`src/rtl/gre_pkg.sv`:
```
package gre_pkg;
  typedef enum logic [1:0] {
    GRE_PLAIN  = 2'd0,
    GRE_ARST   = 2'd1,
    GRE_SETCLR = 2'd2
  } gre_kind_e;
endpackage

```
`src/rtl/gre_hold.sv`:
```
// One global-cycle delay stage with a power-up value; unknown bits stay X.
module gre_hold #(
  parameter int W = 1,
  parameter logic [W-1:0] INIT  = '0,
  parameter logic [W-1:0] KNOWN = '1
) (
  input  logic         gclk,
  input  logic [W-1:0] din,
  output logic [W-1:0] dout
);
  localparam logic [W-1:0] PWR = (INIT & KNOWN) | ({W{1'bx}} & ~KNOWN);

  logic [W-1:0] held = PWR;

  always_ff @(posedge gclk) held <= din;

  assign dout = held;
endmodule

```
`src/rtl/gre_edge.sv`:
```
// Recovers design-clock edges from consecutive global-cycle samples.
module gre_edge #(
  parameter bit CLK_RISING = 1'b1
) (
  input  logic gclk,
  input  logic dclk,
  output logic hit
);
  localparam logic ACT = CLK_RISING;

  logic prev_clk;

  gre_hold #(.W(1), .INIT(ACT), .KNOWN(1'b1)) u_prev (
    .gclk (gclk),
    .din  (dclk),
    .dout (prev_clk)
  );

  // previous inactive, current active
  assign hit = (prev_clk == ~ACT) && (dclk == ACT);
endmodule

```
`src/rtl/gre_ctrl.sv`:
```
// Applies asynchronous controls to the clocked value; both forms computed.
module gre_ctrl #(
  parameter int W = 8,
  parameter bit RST_HIGH = 1'b1,
  parameter logic [W-1:0] RST_VALUE = '0,
  parameter bit SET_HIGH = 1'b1,
  parameter bit CLR_HIGH = 1'b1
) (
  input  logic         gclk,
  input  logic [W-1:0] clocked,
  input  logic         rst,
  input  logic [W-1:0] set,
  input  logic [W-1:0] clr,
  output logic [W-1:0] q_rst,
  output logic [W-1:0] q_sc
);
  localparam logic RST_IDLE = ~RST_HIGH;

  logic rst_prev;
  logic rst_eff;
  logic [W-1:0] set_on;
  logic [W-1:0] clr_keep;

  gre_hold #(.W(1), .INIT(RST_IDLE), .KNOWN(1'b1)) u_rst_prev (
    .gclk (gclk),
    .din  (rst),
    .dout (rst_prev)
  );

  generate
    if (RST_HIGH) begin : g_rst_hi
      assign rst_eff = rst | rst_prev;
    end else begin : g_rst_lo
      assign rst_eff = ~(rst & rst_prev);
    end
  endgenerate

  assign q_rst = rst_eff ? RST_VALUE : clocked;

  assign set_on   = SET_HIGH ? set : ~set;
  assign clr_keep = CLR_HIGH ? ~clr : clr;
  assign q_sc     = (clocked | set_on) & clr_keep;
endmodule

```
`src/rtl/gclk_reg_emu.sv`:
```
module gclk_reg_emu #(
  parameter int WIDTH = 8,
  parameter gre_pkg::gre_kind_e KIND = gre_pkg::GRE_PLAIN,
  parameter bit CLK_RISING = 1'b1,
  parameter bit RST_HIGH = 1'b1,
  parameter logic [WIDTH-1:0] RST_VALUE = '0,
  parameter bit SET_HIGH = 1'b1,
  parameter bit CLR_HIGH = 1'b1,
  parameter logic [WIDTH-1:0] INIT_VALUE = '0,
  parameter logic [WIDTH-1:0] INIT_KNOWN = '1
) (
  input  logic             gclk,
  input  logic             dclk,
  input  logic [WIDTH-1:0] d,
  input  logic             rst,
  input  logic [WIDTH-1:0] set,
  input  logic [WIDTH-1:0] clr,
  output logic [WIDTH-1:0] q
);
  localparam logic ACT = CLK_RISING;

  logic             hit;
  logic [WIDTH-1:0] d_prev;
  logic [WIDTH-1:0] q_prev;
  logic [WIDTH-1:0] clocked;
  logic [WIDTH-1:0] q_rst;
  logic [WIDTH-1:0] q_sc;

  gre_edge #(.CLK_RISING(CLK_RISING)) u_edge (
    .gclk (gclk),
    .dclk (dclk),
    .hit  (hit)
  );

  gre_hold #(.W(WIDTH), .INIT(INIT_VALUE), .KNOWN(INIT_KNOWN)) u_dprev (
    .gclk (gclk),
    .din  (d),
    .dout (d_prev)
  );

  gre_hold #(.W(WIDTH), .INIT(INIT_VALUE), .KNOWN(INIT_KNOWN)) u_qprev (
    .gclk (gclk),
    .din  (q),
    .dout (q_prev)
  );

  assign clocked = hit ? d_prev : q_prev;

  gre_ctrl #(
    .W(WIDTH), .RST_HIGH(RST_HIGH), .RST_VALUE(RST_VALUE),
    .SET_HIGH(SET_HIGH), .CLR_HIGH(CLR_HIGH)
  ) u_ctrl (
    .gclk    (gclk),
    .clocked (clocked),
    .rst     (rst),
    .set     (set),
    .clr     (clr),
    .q_rst   (q_rst),
    .q_sc    (q_sc)
  );

  // warm gates assertions until one global edge has passed
  logic warm = 1'b0;
  always_ff @(posedge gclk) warm <= 1'b1;

  generate
    if (KIND == gre_pkg::GRE_ARST) begin : g_arst
      assign q = q_rst;
      logic rst_on;
      assign rst_on = (rst == RST_HIGH);

      a_r5_reset_forces_value: assert property (@(posedge gclk) disable iff (!warm)
        rst_on |-> (q == RST_VALUE));
      a_r4_reset_stretched: assert property (@(posedge gclk) disable iff (!warm)
        $past(rst_on) |-> (q == RST_VALUE));
    end else if (KIND == gre_pkg::GRE_SETCLR) begin : g_setclr
      assign q = q_sc;
      logic [WIDTH-1:0] set_act;
      logic [WIDTH-1:0] clr_act;
      assign set_act = SET_HIGH ? set : ~set;
      assign clr_act = CLR_HIGH ? clr : ~clr;

      a_r7_clear_wins: assert property (@(posedge gclk) disable iff (!warm)
        ((q & clr_act) == '0));
      a_r6_set_forces_one: assert property (@(posedge gclk) disable iff (!warm)
        ((q & set_act & ~clr_act) == (set_act & ~clr_act)));
    end else begin : g_plain
      assign q = clocked;

      a_r2_edge_loads_d: assert property (@(posedge gclk) disable iff (!warm)
        (($past(dclk) != ACT) && (dclk == ACT)) |-> (q == $past(d)));
      a_r3_no_edge_holds: assert property (@(posedge gclk) disable iff (!warm)
        (dclk == $past(dclk)) |-> (q == $past(q)));
    end
  endgenerate
endmodule

```
`config.mk`:
```
export PLATFORM = sky130hd
export DESIGN_NAME = gclk_reg_emu
export DESIGN_NICKNAME = d
export VERILOG_FILES = /design/src/rtl/gre_pkg.sv /design/src/rtl/gre_hold.sv /design/src/rtl/gre_edge.sv /design/src/rtl/gre_ctrl.sv /design/src/rtl/gclk_reg_emu.sv
export SDC_FILE = /design/constraint.sdc
export NUM_CORES = 1
export LEC_CHECK = 0
export BUFFER_PORTS_ARGS = -buffer_cell sky130_fd_sc_hd__buf_2
export CORE_AREA = 2 2 39 41
export CTS_CLUSTER_SIZE = 8
export DETAILED_ROUTE_END_ITERATION = 6
export DIE_AREA = 0 0 41 43
export PLACE_DENSITY = 0.73
export SYNTH_ARGS = -nofsm -noshare
export SYNTH_HDL_FRONTEND = slang
export SYNTH_SLANG_ARGS = --single-unit
```
`constraint.sdc`:
```
create_clock -name gclk -period 2.3 [get_ports gclk]
set_input_delay 0.46 -clock gclk [delete_from_list [all_inputs] [get_ports gclk]]
set_output_delay 0.46 -clock gclk [all_outputs]
set_load 0.1 [all_outputs]
```
==> flow_summary_export.csv, run 1 <==
group,metric,value,unit
yosys,yosysMostFrequentCell,"sky130_fd_sc_hd__dfxtp_1",
layout,fraction_of_final_layout_cells_sized_beyond_drive_strength_1,61.70,%
worst_setup_path,slowest_delay,420,ps
worst_setup_path,crit_path_max_fanout,8,
sta,finalWorstSetupSlack,397.9,ps
worst_setup_path,worst_r2r_endpoint,"u_qprev.dout[4]$_DFF_P_",
yosys,synth_async_sr_flop_share,0,%
worst_setup_path,critical_path_depth,3,
global_route,grt_util_all_layers,8.207,%
clock_tree,holdBufCountCts,0,
worst_setup_path,setup.reg_to_reg.worst_slack,1330,ps
power_and_ir_drop,peakVddDrop,399.1,uV
status,outcome,"completed",
power_and_ir_drop,cellPowerDensity,1172,mW/mm^2
floorplan,core.rowCount,14,
clock_tree,cts_num_sinks,17,
layout,filler_cell_count,135,
yosys,synth_enable_flop_cells,0,
sta,worst_pin_slew,492.9,ps
clock_tree,post_cts_gate_resize_count,0,
yosys,ys_seq_elements,17,
layout,diodes,0,
min_path,worstHoldPathType,"in -> reg",
route,initialDrtViolationCount,2,
worst_setup_path,worstPathRequired,1840,ps
layout,syn_to_final_growth,24.74,%
yosys,yosys.area.top_type_share,70.10,%
sta,timing.slew.headroom,67.37,%
floorplan,initial_core_util,35.08,%
route,vias,252,
yosys,yosysTopAreaCell,"sky130_fd_sc_hd__dfxtp_1",
clock_tree,clock_path_buffers,2,
global_route,grt_overflow,0,
route,route.detailed.wl_per_inst,9.921,um
clock_tree,cts.root.buffer_cell,"sky130_fd_sc_hd__clkbuf_4",
yosys,synth_cells,27,
route,wl,625,um
layout,final_core_utilization,43.76,%
sta,fin_tns_setup,0,ps
yosys,synthFlopType,"sky130_fd_sc_hd__dfxtp_1",
yosys,synth.yosys.seq_area_share,70.10,%
global_route,largest_net_degree_at_the_start_of_global_routing,10,
global_route,number_of_antenna_violations_at_the_first_check_in_global_routing,0,
route,detail_route.vias_per_cell,4.000,
floorplan,ioPinCount,35,
placed_design,placed_cells,59,
route,final_antenna_net_count,0,
floorplan,dieArea,0.001763,mm^2
floorplan,die_h,43,um
placed_design,dp.final_hpwl,448.4,um
sta,max_freq,525.7,MHz
worst_setup_path,timing.critical_path.max_delay_family,"buffers and inverters",
global_route,first_pass_grt_wire_length,910,um
worst_setup_path,worst_setup_path_startpoint,"u_edge.u_prev.dout$_DFF_P_",
sta,setup-violations-final,0,
power_and_ir_drop,p_total,709.7,uW
clock_tree,cts_post_setup_buffers_inserted,0,
yosys,synthDistinctLibCells,4,
clock_tree,cts_tree,"yes",
worst_setup_path,crit_arrival,1440,ps
yosys,avgSynthCellArea,17.98,um^2
placed_design,portBuffers,17,
yosys,synth_area_leaders,"sky130_fd_sc_hd__dfxtp_1 (70%), sky130_fd_sc_hd__mux2_4 (25%), sky130_fd_sc_hd__nand2b_4 (2.8%), sky130_fd_sc_hd__buf_6 (2.3%)",
clock_tree,tritoncts.num_buffers,3,
layout,layout.cells.non_filler,63,
placed_design,place_congestion,0.5920,
flow_run,maxCapViolCount,0,
worst_setup_path,setup.worst_path.start_class,"register",
sta,min_period,1902,ps
worst_setup_path,crit_path_top_delay_cell,"sky130_fd_sc_hd__buf_2",
clock_tree,cts.reportedPaths.clkPinSlew,90,ps
sta,final.setup_skew,1.376,ps
yosys,synthesized_area,485.5,um^2
worst_setup_path,critPathCapture,"q[6]",
worst_setup_path,worst_r2r_startpoint,"u_edge.u_prev.dout$_DFF_P_",
sta,finalCritPeriodShare,82.70,%
global_route,number_of_global_route_vias_before_repair,244,
yosys,synth.cells.most_frequent,"sky130_fd_sc_hd__dfxtp_1 (17), sky130_fd_sc_hd__mux2_4 (8), sky130_fd_sc_hd__buf_6 (1), sky130_fd_sc_hd__nand2b_4 (1)",
worst_setup_path,bufs_and_invs_on_worst_path,1,
sta,rsz0062_at_grt,"no",
floorplan,fp.dieW,41,um
sta,final-max-slew-violation-count,0,
layout,nets,75,
sta,final_hold_viol_count,0,
yosys,yosysWarnings,0,
clock_tree,clock_insertion_delay_worst_skew,270,ps
placed_design,preCtsSetupSlack,469.9,ps
worst_setup_path,worst-setup-path-type,"reg -> out",
route,drc,0,
worst_setup_path,critical_path.cell_chain,"nand2b_4 > mux2_4 > buf_2",
route,pre_repair_dr_iteration_count,2,
floorplan,floorplan.core_area,0.001384,mm^2
power_and_ir_drop,power_leakage,0.3053,nW
worst_setup_path,end_kind,"output pin",
yosys,synth.net_count,54,
clock_tree,htree_levels,1,
worst_setup_path,r2r.worst_path.cells,2,
-- report_power, final --
part	switching (mW)	internal (mW)	leakage, nW
sequential	0.00764	0.324	0.143
combinational	0.180	0.0499	0.147
clock	0.0807	0.0672	0.0150
total	0.268	0.441	0.305
-- area by class of cell --
cell class                      instances  area, um^2  area share [%]
Sequential cell                        17       340.3           56.20
Timing Repair Buffer                   17       85.08           14.05
Multi-Input combinational cell          9       133.9           22.11
Tap cell                               16       20.02           3.306
Clock buffer                            4       26.28           4.339
-- per-stage QoR --
stage / cell area (um^2) / hold WS, ps
finish: 605.6 / 279.7
global route: 605.6 / 261.8
CTS: 605.6 / 268.3
detailed placement: 579.3 / 453.8
global placement: 579.3 / 449.8
floorplan: 485.5 / 487.7
-- layer usage --
metal  wire, um  GRT usage (%)  part of all wire, %
met1        284          8.609                   45
met2        293          11.56                   47
met3         40          3.141                  6.4
met4          6          8.000                 0.96
met5          0              0                    0
-- flip-flops by register name (all words and copies together), names as in the netlist --
signal,cells
u_dprev.dout,8
u_edge.u_prev.dout,1
u_qprev.dout,8
-- cell usage in the layout, fill, tap and decap left out, drive strengths merged --
cell type / n
dfxtp: 17
mux2: 8
nand2b: 1
clkbuf: 4
buf: 17
-- cells by family after synthesis --
family                 Yosys count  synth area share, %
AND/OR/NAND/NOR                  1                2.834
flip-flops                      17                70.10
multiplexers                     8                24.74
buffers and inverters            1                2.319
-- worst min-delay path by stage --
stage,from,end,slack [ps],cells past startpoint
2_1_floorplan,d[0],u_dprev.dout[0]$_DFF_P_,490,0
3_5_place_dp,u_qprev.dout[2]$_DFF_P_,u_qprev.dout[2]$_DFF_P_,450,1
5_1_grt,d[6],u_dprev.dout[6]$_DFF_P_,260,1
4_1_cts,d[6],u_dprev.dout[6]$_DFF_P_,270,1
3_3_place_gp,u_dprev.dout[4]$_DFF_P_,u_qprev.dout[4]$_DFF_P_,450,1
6_report,d[2],u_dprev.dout[2]$_DFF_P_,280,1
(Power assumes the default switching activity.)
==> run 2, diff against run 1 <==
--- a/config.mk
+++ b/config.mk
@@ -6,11 +6,10 @@
 export NUM_CORES = 1
 export LEC_CHECK = 0
 export BUFFER_PORTS_ARGS = -buffer_cell sky130_fd_sc_hd__buf_2
-export CORE_AREA = 2 2 39 41
+export CORE_UTILIZATION = 33
 export CTS_CLUSTER_SIZE = 8
 export DETAILED_ROUTE_END_ITERATION = 6
-export DIE_AREA = 0 0 41 43
-export PLACE_DENSITY = 0.73
+export PLACE_DENSITY = 0.7
 export SYNTH_ARGS = -nofsm -noshare
 export SYNTH_HDL_FRONTEND = slang
 export SYNTH_SLANG_ARGS = --single-unit
==> constraint.sdc (replaced) <==
create_clock -name gclk -period 1.71 [get_ports gclk]
set_input_delay 0.342 -clock gclk [delete_from_list [all_inputs] [get_ports gclk]]
set_output_delay 0.342 -clock gclk [all_outputs]
set_load 0.1 [all_outputs]
==> run 2 against run 1 <==
Net effect: first-iteration DRC count is 50% lower; worst setup slack lost 350 ps; non-clock buffer count is the same; global-route usage grew 0.20 points; sequential cell count did not move; combinational power up 57%; cell count fell by 1.6%; count of clock-buffer cells in the layout shrank 1; via count grew 2.8%; routed wire length down 2.4%; hold slack worse by 130 ps.
==> flow_summary_export.csv, run 2 (same netlist as run 1, synthesis figures left out) <==
group,metric,value,unit
status,outcome,"completed",
layout,mostFrequentLayoutCell,"sky130_fd_sc_hd__dfxtp_1",
layout,nets,75,
sta,worst_pin_slew,202.0,ps
global_route,grt_util_met3,5.000,%
floorplan,floorplan.core_area,0.001334,mm^2
floorplan,dieArea,0.001629,mm^2
layout,filler_cell_count,126,
worst_setup_path,crit_arrival,1320,ps
sta,rsz0062_at_grt,"no",
sta,final.setup_skew,8.319,ps
global_route,met1_usage,10.62,%
clock_tree,htree_levels,1,
sta,setup-violations-final,0,
sta,min_period,1659,ps
placed_design,portBuffers,17,
worst_setup_path,worst_r2r_startpoint,"u_edge.u_prev.dout$_DFF_P_",
clock_tree,clock_insertion_delay_worst_skew,280,ps
route,route.detailed.wl_per_inst,9.839,um
sta,fin_tns_setup,0,ps
placed_design,place_congestion,0.5564,
power_and_ir_drop,power_leakage,0.3286,nW
clock_tree,cts.reportedPaths.clkPinSlew,100,ps
route,pre_repair_dr_iteration_count,4,
layout,final_core_utilization,50.00,%
route,drc,0,
floorplan,core.rowCount,13,
clock_tree,cts.root.buffer_cell,"sky130_fd_sc_hd__clkbuf_4",
route,final_antenna_net_count,0,
global_route,first_pass_grt_wire_length,800,um
worst_setup_path,worstPathRequired,1370,ps
layout,syn_to_final_growth,37.37,%
global_route,grt_busiest_layer,"met2",
worst_setup_path,r2r.worst_path.cells,2,
sta,timing.slew.headroom,86.57,%
route,initialDrtViolationCount,1,
worst_setup_path,crit_path_max_fanout,8,
power_and_ir_drop,peakVddDrop,592.0,uV
min_path,hp-start,"d[1]",
sta,final_hold_viol_count,0,
placed_design,dp.final_hpwl,427.9,um
layout,layout.cells.most_common_list,"sky130_fd_sc_hd__dfxtp_1 (17), sky130_fd_sc_hd__buf_2 (9), sky130_fd_sc_hd__mux2_4 (8)",
worst_setup_path,worst_setup_path_startpoint,"u_edge.u_prev.dout$_DFF_P_",
global_route,number_of_antenna_violations_at_the_first_check_in_global_routing,0,
power_and_ir_drop,cellPowerDensity,1520,mW/mm^2
min_path,number_of_cells_on_the_worst_hold_path,1,
floorplan,ioPinCount,35,
worst_setup_path,setup.worst_path.start_class,"register",
sta,final-max-slew-violation-count,0,
worst_setup_path,worst-setup-path-type,"reg -> out",
layout,final-seq-area,340.3,um^2
clock_tree,cts_num_sinks,17,
flow_run,maxCapViolCount,0,
min_path,worstHoldPathType,"in -> reg",
floorplan,initial_core_util,36.40,%
route,wl,610,um
global_route,gr-usage-met2,10.71,%
clock_tree,cts_post_setup_buffers_inserted,0,
clock_tree,cts_tree,"yes",
clock_tree,clock_path_buffers,2,
sta,finalCritPeriodShare,97.01,%
route,vias,259,
layout,fraction_of_final_layout_cells_sized_beyond_drive_strength_1,63.83,%
global_route,grt_util_all_layers,8.410,%
sta,max_freq,602.8,MHz
global_route,grt_overflow,0,
floorplan,fp.dieW,40.36,um
clock_tree,tritoncts.num_buffers,3,
worst_setup_path,end_kind,"output pin",
layout,diodes,0,
global_route,largest_net_degree_at_the_start_of_global_routing,11,
floorplan,die_h,40.36,um
global_route,number_of_global_route_vias_before_repair,199,
route,detail_route.vias_per_cell,4.177,
layout,multi_input_area,133.9,um^2
## run 2: cell types whose count changed in the layout (fill, tap and decap cells not counted)
cell	previous run	this run
sky130_fd_sc_hd__buf_8	0	3
sky130_fd_sc_hd__clkbuf_1	1	0
sky130_fd_sc_hd__clkinv_2	0	1
sky130_fd_sc_hd__buf_2	17	9
sky130_fd_sc_hd__buf_6	0	5
## run 2: worst max-delay path, stage by stage, from the launching register on
cell	delay, ps
sky130_fd_sc_hd__dfxtp_1	320
sky130_fd_sc_hd__nand2b_4	210
sky130_fd_sc_hd__mux2_4	330
sky130_fd_sc_hd__buf_6	190
## run 2: stage by stage
step	instance area, um^2	hold slack, ps	power, mW	setup WS [ps]	cells
finish	666.9	149.2	1.014	51.06	62
global route	666.9	123.1	1.057	0.5418	62
CTS	655.6	135.8	1.018	25.26	62
detailed placement	578.1	446.0	0.7658	125.2	58
global placement	578.1	444.1	0.7630	128.2	58
floorplan	485.5	369.7	0.7323	395.1	27
## run 2: what timing repair did
item | in CTS | in global routing
setup endpoints to repair | 8 | 3
hold endpoints to repair | 0 | 0
pin swaps | 0 | 0
hold buffers | 0 | 0
gates resized for setup | 16 | 3
## run 2: layer usage
layer / wire (um) / up-vias
met3: 56 / 0
li1: - / 128
met1: 275 / 119
met2: 278 / 12
met4: 0 / 0
met5: 0 / -
## run 2: cell type report
| type | count | share of cell area [%] |
|---|---|---|
| repair buffers | 17 | 21.95 |
| clock inverters | 1 | 0.7505 |
| clock buffers | 3 | 3.377 |
| flip-flops and latches | 17 | 51.03 |
| well taps | 15 | 2.814 |
| multi-input cells | 9 | 20.07 |
## run 2: power by group
group / leakage, nW / total, mW / switching [mW] / internal, mW
sequential: 0.143 / 0.447 / 0.0104 / 0.436
combinational: 0.167 / 0.362 / 0.250 / 0.112
clock: 0.0177 / 0.205 / 0.118 / 0.0868
## run 2: worst paths after layout
path	to	slack, ps
setup reg to reg	u_qprev.dout[4]$_DFF_P_	740
hold reg to reg	u_qprev.dout[0]$_DFF_P_	480
setup / recovery	q[1]	50
hold / removal	u_dprev.dout[1]$_DFF_P_	150
